[src/rtl/rom_rd_pkg.sv]
package rom_rd_pkg;

    typedef struct packed {
        int unsigned t_acc;
        int unsigned t_ce;
        int unsigned t_oe;
        int unsigned t_off;
    } grade_t;

    typedef enum logic [0:0] {
        ST_IDLE   = 1'b0,
        ST_ACCESS = 1'b1
    } state_e;

    function automatic grade_t grade_timing(input int unsigned g);
        grade_t r;
        case (g)
            1:       r = '{t_acc: 100, t_ce: 100, t_oe: 45, t_off: 30};
            2:       r = '{t_acc: 120, t_ce: 120, t_oe: 55, t_off: 35};
            3:       r = '{t_acc: 150, t_ce: 150, t_oe: 65, t_off: 50};
            4:       r = '{t_acc: 200, t_ce: 200, t_oe: 75, t_off: 55};
            default: r = '{t_acc: 90,  t_ce: 90,  t_oe: 40, t_off: 30};
        endcase
        return r;
    endfunction

    function automatic int unsigned ceil_div(input int unsigned a, input int unsigned b);
        return (a + b - 1) / b;
    endfunction

    function automatic int unsigned umax(input int unsigned a, input int unsigned b);
        return (a > b) ? a : b;
    endfunction

    function automatic int unsigned oe_lag(input int unsigned g, input int unsigned t);
        grade_t r = grade_timing(g);
        return (r.t_ce - r.t_oe) / t;
    endfunction

    function automatic int unsigned capture_cycles(input int unsigned g, input int unsigned t);
        grade_t r = grade_timing(g);
        int unsigned n_acc = ceil_div(umax(r.t_acc, r.t_ce), t);
        int unsigned n_oe  = oe_lag(g, t) + ceil_div(r.t_oe, t);
        return umax(n_acc, n_oe) + 1;
    endfunction

    function automatic int unsigned float_cycles(input int unsigned g, input int unsigned t);
        grade_t r = grade_timing(g);
        return ceil_div(r.t_off, t);
    endfunction

endpackage

[src/rtl/rom_rd_gap.sv]
module rom_rd_gap #(
    parameter int unsigned FLOAT_CYC = 3
) (
    input  logic clk,
    input  logic rst,
    input  logic start,
    output logic busy
);
    localparam int GW = $clog2(FLOAT_CYC + 2);

    logic [GW-1:0] left_q;

    always_ff @(posedge clk) begin
        if (rst) begin
            left_q <= '0;
        end else if (start) begin
            left_q <= GW'(FLOAT_CYC);
        end else if (left_q != '0) begin
            left_q <= left_q - 1'b1;
        end
    end

    assign busy = (left_q != '0);
endmodule

[src/rtl/rom_rd_capture.sv]
module rom_rd_capture #(
    parameter int DATA_W = 8
) (
    input  logic              clk,
    input  logic              rst,
    input  logic              take,
    input  logic [DATA_W-1:0] bus_in,
    output logic [DATA_W-1:0] data_q,
    output logic              ready_q
);
    always_ff @(posedge clk) begin
        if (rst) begin
            data_q  <= '0;
            ready_q <= 1'b0;
        end else begin
            ready_q <= take;
            if (take) data_q <= bus_in;
        end
    end
endmodule

[src/rtl/rom_rd_ctrl.sv]
module rom_rd_ctrl
    import rom_rd_pkg::*;
#(
    parameter int unsigned CLK_PERIOD_NS = 10,
    parameter int unsigned GRADE         = 0,
    parameter int          ADDR_W        = 15,
    parameter int          DATA_W        = 8
) (
    input  logic              clk,
    input  logic              rst,
    input  logic              req,
    input  logic [ADDR_W-1:0] host_addr,
    output logic [ADDR_W-1:0] rom_addr,
    output logic              rom_ce_n,
    output logic              rom_oe_n,
    input  logic [DATA_W-1:0] rom_data,
    output logic [DATA_W-1:0] rd_data,
    output logic              rd_ready
);
    localparam int unsigned LAG  = oe_lag(GRADE, CLK_PERIOD_NS);
    localparam int unsigned CAP  = capture_cycles(GRADE, CLK_PERIOD_NS);
    localparam int unsigned FLT  = float_cycles(GRADE, CLK_PERIOD_NS);
    localparam int          CW   = $clog2(CAP + 1);
    localparam int unsigned LAGM = (LAG == 0) ? 0 : LAG - 1;

    state_e            state_q;
    logic [CW-1:0]     cnt_q;
    logic              gap_busy;
    logic              done;
    logic              accept;

    assign accept = (state_q == ST_IDLE) && req && !gap_busy;
    assign done   = (state_q == ST_ACCESS) && (cnt_q == CW'(CAP - 1));

    always_ff @(posedge clk) begin
        if (rst) begin
            state_q  <= ST_IDLE;
            cnt_q    <= '0;
            rom_addr <= '0;
            rom_ce_n <= 1'b1;
            rom_oe_n <= 1'b1;
        end else begin
            case (state_q)
                ST_IDLE: begin
                    if (accept) begin
                        rom_addr <= host_addr;
                        rom_ce_n <= 1'b0;
                        rom_oe_n <= (LAG != 0) ? 1'b1 : 1'b0;
                        cnt_q    <= '0;
                        state_q  <= ST_ACCESS;
                    end
                end
                default: begin
                    cnt_q <= cnt_q + 1'b1;
                    if ((LAG != 0) && (cnt_q == CW'(LAGM))) rom_oe_n <= 1'b0;
                    if (done) begin
                        rom_ce_n <= 1'b1;
                        rom_oe_n <= 1'b1;
                        state_q  <= ST_IDLE;
                    end
                end
            endcase
        end
    end

    rom_rd_gap #(.FLOAT_CYC(FLT)) u_gap (
        .clk   (clk),
        .rst   (rst),
        .start (done),
        .busy  (gap_busy)
    );

    rom_rd_capture #(.DATA_W(DATA_W)) u_cap (
        .clk     (clk),
        .rst     (rst),
        .take    (done),
        .bus_in  (rom_data),
        .data_q  (rd_data),
        .ready_q (rd_ready)
    );
endmodule

[config.mk]
export PLATFORM = sky130hd
export DESIGN_NAME = rom_rd_ctrl
export DESIGN_NICKNAME = d
export VERILOG_FILES = /design/src/rtl/rom_rd_pkg.sv /design/src/rtl/rom_rd_gap.sv /design/src/rtl/rom_rd_capture.sv /design/src/rtl/rom_rd_ctrl.sv
export SDC_FILE = /design/constraint.sdc
export NUM_CORES = 1
export LEC_CHECK = 0
export ABC_AREA = 1
export CAP_MARGIN = 30
export CORE_UTILIZATION = 48
export DETAILED_ROUTE_END_ITERATION = 8
export PLACE_DENSITY = 0.93
export SYNTH_ARGS = -nofsm -noshare
export SYNTH_HDL_FRONTEND = slang
export SYNTH_SLANG_ARGS = --single-unit
[constraint.sdc]
create_clock -name clk -period 2 [get_ports clk]
set_input_delay 0.6 -clock clk [delete_from_list [all_inputs] [get_ports clk]]
set_output_delay 0.6 -clock clk [all_outputs]
set_load 0.02 [all_outputs]
### Word level (Yosys, flattened, before mapping)

Index checks and enable logic that the tools add are counted.

| operators by class | value |
|---|---|
| $add $sub $neg | 2 |
| multipliers | 0 |
| div/mod/pow operators | 0 |
| order comparisons | 0 |
| equality and inequality tests | 4 |
| shifts and indexed selects | 0 |
| multiplexer cells | 14 |
| bitwise logic cells | 1 |
| reduce and logical (&&, ||, !) cells | 11 |

Operator list:

| cell | count |
|---|---|
| $mux 1 | 10 |
| $mux 4 | 2 |
| $reduce_and 2->1 | 3 |
| $add 4x1->4 const B | 1 |
| $eq 4x3->1 const B | 1 |
| $eq 4x4->1 const B | 1 |
| $mux 2 | 2 |
| $reduce_bool 2->1 | 2 |
| $logic_and 1x1->1 | 3 |
| $ne 3x1->1 const B | 1 |
| $reduce_bool 3->1 | 1 |
| $sub 3x1->3 const B | 1 |
| $ne 2x1->1 const B | 1 |
| $reduce_or 2->1 | 1 |
| $logic_not 1->1 | 1 |
| $not 1->1 | 1 |

| storage, ports and cells | value |
|---|---|
| bits in registers | 34 |
| bits in latches | 0 |
| RAM bits | 0 |
| memory bits (read-only) | 0 |
| bits of input ports | 26 |
| word-level logic and storage cells | 41 |
| memories kept | 0 |

### Longest topological paths before layout

| logic depth | value |
|---|---|
| depth after elaboration | 5 |
| mapped depth | 9 |
| gate-level depth less buffers | 8 |

### Hierarchy

Synthesis repeated with hierarchy kept, for this count alone.

| second synthesis, totals | value |
|---|---|
| cells, all modules | 193 |
| area total of the unflattened synthesis | 1446.4 µm² |

By module, submodules not included:

| module | instances | cells an instance | area each (µm²) | sequential area each (µm²) |
|---|---|---|---|---|
| rom_rd_ctrl | 1 | 114 | 898.4 | 440.4 |
| rom_rd_capture | 1 | 54 | 369.1 | 180.2 |
| rom_rd_gap | 1 | 25 | 178.9 | 60.1 |

### Least setup slack after synthesis

Ideal clock, no wire load.

| timing | value |
|---|---|
| kind | register to register |
| start point | reg u_gap.left_q[0] |
| end point | reg rom_addr[3] |
| setup time | 0.114 ns |
| arrival time | 1.109 ns |
| setup slack | 0.777 ns |
| cell stages (with the launch flop) | 9 |
| buffers on the path | 1 |
| period minus slack after synthesis | 1.223 ns |
| cell sequence | dfxtp_1 inv_1 ha_1 nand2_4 nor2_8 buf_6 nand2_1 nand2_1 nor2_2 |

| between the ends | value |
|---|---|
| cells in the longest elaborated chain, start to end | 4 |

RTL lines:

| item | line | text |
|---|---|---|
| start: declaration | rom_rd_gap.sv:11 | `logic [GW-1:0] left_q;` |
| start signal: assignment | rom_rd_gap.sv:17 | `left_q <= GW'(FLOAT_CYC);` |
| start signal: assignment | rom_rd_gap.sv:19 | `left_q <= left_q - 1'b1;` |
| $reduce_bool 3->1 | rom_rd_gap.sv:23 | `assign busy = (left_q != '0);` |
| $logic_not 1->1 | rom_rd_ctrl.sv:32 | `assign accept = (state_q == ST_IDLE) && req && !gap_busy;` |
| $logic_and 1x1->1 | rom_rd_ctrl.sv:32 |  |
| $reduce_and 2->1 (no line) | - |  |
| end signal: assignment | rom_rd_ctrl.sv:46 | `rom_addr <= host_addr;` |
| end: declaration | rom_rd_ctrl.sv:13 | `output logic [ADDR_W-1:0] rom_addr,` |

No other way between the ends.
A chain may end at the register's enable or synchronous reset.

### Worst setup path after layout

| timing | value |
|---|---|
| start point | reg rom_addr[2] |
| end point | out rom_addr[2] |

No word-level cell between the ends.

==> run metrics <==
share of layout cells above drive strength 1=0.1423; Core Footprint=3078 sq um; initial antenna violation count=0; Initial Utilization=0.5073; Critical Path Start Type=flip-flop; routed wl met3=243 um; CP top delay family=buffers and inverters; Synth cell types=19; wire per inst=9.898 um; Initial DRT Pass Iterations=4; final setup vio count=0; CP Class=flip-flop to output port; Net Switching=849.0 uW; RSZ-0062 raised after global routing=no; clock sink total=34; Required @ worst endpoint=1.40 ns; Cell Pwr Density=1066 nW/um^2; Die Y=59.04 um; Slew headroom=0.8162; commonest non-fill, non-tap cell in the layout=nand2_1; post-CTS setup buffer count=0; Yosys top cell area share=0.4359; Flop pwr share=0.397; total global-route track usage=0.1948; CTS Hold Bufs=0; f_max=521.3 MHz; cts repair resizes=0; vias per cell=4.418; met2 WL=1.488 mm; hold_ws=0.4622 ns; Hold Vio Cnt, Final=0; Yosys reg bits=34; CP Cell Sequence=clkdlybuf4s50_1; DR vias=1343; setup TNS=0 ns; Crit. End Element=output port; final wirelength=3.009 mm; P_int=1.443 mW; post-synthesis cell area=1561 sq um; worst endpoint data arrival time=1.32 ns; number of remaining DRC errors=0; IO buf count=51; Worst Clk Skew=0.002183 ns; nets@finish=290; Syn. warnings=0; Crit-path slowest cell=clkdlybuf4s50_1; clock slew at reported path FFs=0.10 ns; cell taking the most area after synthesis=dfxtp_1; switching portion of total power=0.3703; Area Overhead vs Synth=37.66%; largest net degree at the start of global routing=34; largest cells by area after synthesis=dfxtp_1 44%, nand2_1 14%, nor2_1 7.2%, inv_1 5.5%, nand3_1 4.5%; Gate Count Post-Synth=205; Rows=20; status=completed; most frequent cells in the layout=59 x nand2_1, 51 x clkdlybuf4s50_1, 34 x dfxtp_1, 30 x nor2_1, 23 x inv_1; CTS Root Cell=clkbuf_4; diode count=0; leakage power=1.026 nW; wl on met1=1.224 mm; total gr overflow=0; die area=3485 sq um; Max-Cap Viols=0; CP max stage delay=0.63 ns; TritonCTS clock tree=yes; post-route ant nets=0; Iteration-0 DRC Markers=52; syn avg cell area=7.617 sq um; synthesized net count=236; first-pass GRT wire length=4.940 mm; Post-DP HPWL=2.247 mm; Highest Signal Layer=met4; WP buf/inv=1; Clk Latency, worst-skew pair=0.33 ns; Clock Path Buffers=2; vias in the first global route=1230; combinational share of power=0.431; fillers=270; Die X=59.04 um; Tmin final=1.918 ns; Num CTS Buffers=5; Max VDD drop=0.0005992 V; Hold Crit Class=flip-flop to flip-flop; Final period util=0.9592; post-synthesis sequential area ratio=0.4359; fin. max-slew vios=0; IO Count=52; Worst Max-Slew Pin Slew=0.2754 ns; crit path max fanout=2; Final Wtd Congestion=0.7488; Clock Power Share=0.172; H-tree level count=2
## registers in the layout (all words and copies together) (netlist names)
signal	count
cnt_q	4
u_cap.ready_q	1
u_cap.data_q	8
rom_addr	15
state_q	1
u_gap.left_q	3
rom_oe_n	1
rom_ce_n	1
## metal layers
layer | track usage | vias up
li1 | - | 716
met1 | 0.1945 | 582
met2 | 0.3393 | 39
met3 | 0.1004 | 6
met4 | 0.08163 | 0
met5 | 0 | -
## path summary, 6_finish.rpt
check	slack (ns)	cells after the start	end	startpoint
worst max-delay path	0.08	1	rom_addr[2]	rom_addr[2]
worst min-delay path	0.46	2	rom_oe_n	rom_oe_n
worst max register to register	0.66	8	rom_addr[8]	u_gap.left_q[0]
worst min register to register	0.46	2	rom_oe_n	rom_oe_n
## cell type report
| class | count | area [sq um] | share of cell area |
|---|---|---|---|
| multi-input combinational | 135 | 686.9 | 0.3196 |
| sequential | 34 | 680.7 | 0.3166 |
| timing repair buffer | 54 | 558.0 | 0.2596 |
| inverter | 29 | 108.9 | 0.05064 |
| clock buffer | 7 | 55.05 | 0.02561 |
| tap | 44 | 55.05 | 0.02561 |
| clock inverter | 1 | 5.005 | 0.002328 |
## cells in the mapped netlist
cell	count
a21oi_1	3
buf_6	5
buf_8	1
clkbuf_8	1
dfxtp_1	34
ha_1	5
inv_1	23
inv_2	6
nand2_1	59
nand2_2	6
nand2_4	4
nand3_1	14
nor2_1	30
nor2_2	8
nor2_8	2
nor3_2	1
o21ai_0	1
xnor2_1	1
xor2_1	1
## metrics by stage
step	setup slack [ns]	std cells	total power [mW]	utilization	instance area, sq um
final	0.08165	304	2.292	0.6984	2150
after global placement	0.2393	296	1.879	0.6789	2090
after detailed placement	0.1766	296	1.920	0.6789	2090
after floorplan	0.7765	205	1.586	-	1562
after global routing	0.01825	304	2.474	0.6984	2150
after CTS	0.05559	304	2.316	0.6984	2150
## power by group through the flow
stage / Sequential [mW] / Combinational, mW / Clock, mW
after floorplan: 1.05 / 0.540 / 0
after global placement: 0.919 / 0.960 / 0
after detailed placement: 0.926 / 0.993 / 0
after CTS: 0.911 / 0.998 / 0.407
after global routing: 0.931 / 1.10 / 0.447
final: 0.910 / 0.988 / 0.395
## kinds of logic (layout without fill, tap and decap cells)
logic type / after synthesis / after routing / synth area share
adders and majority gates: 5 / 5 / 0.04006
buffers and inverters: 36 / 91 / 0.1242
and+or+nand+nor: 124 / 124 / 0.3758
DFF: 34 / 34 / 0.4359
AOI/OAI and AO/OA: 4 / 4 / 0.01281
xor gates and xnor gates: 2 / 2 / 0.01122
No activity file was read; power rests on OpenSTA's default activity.
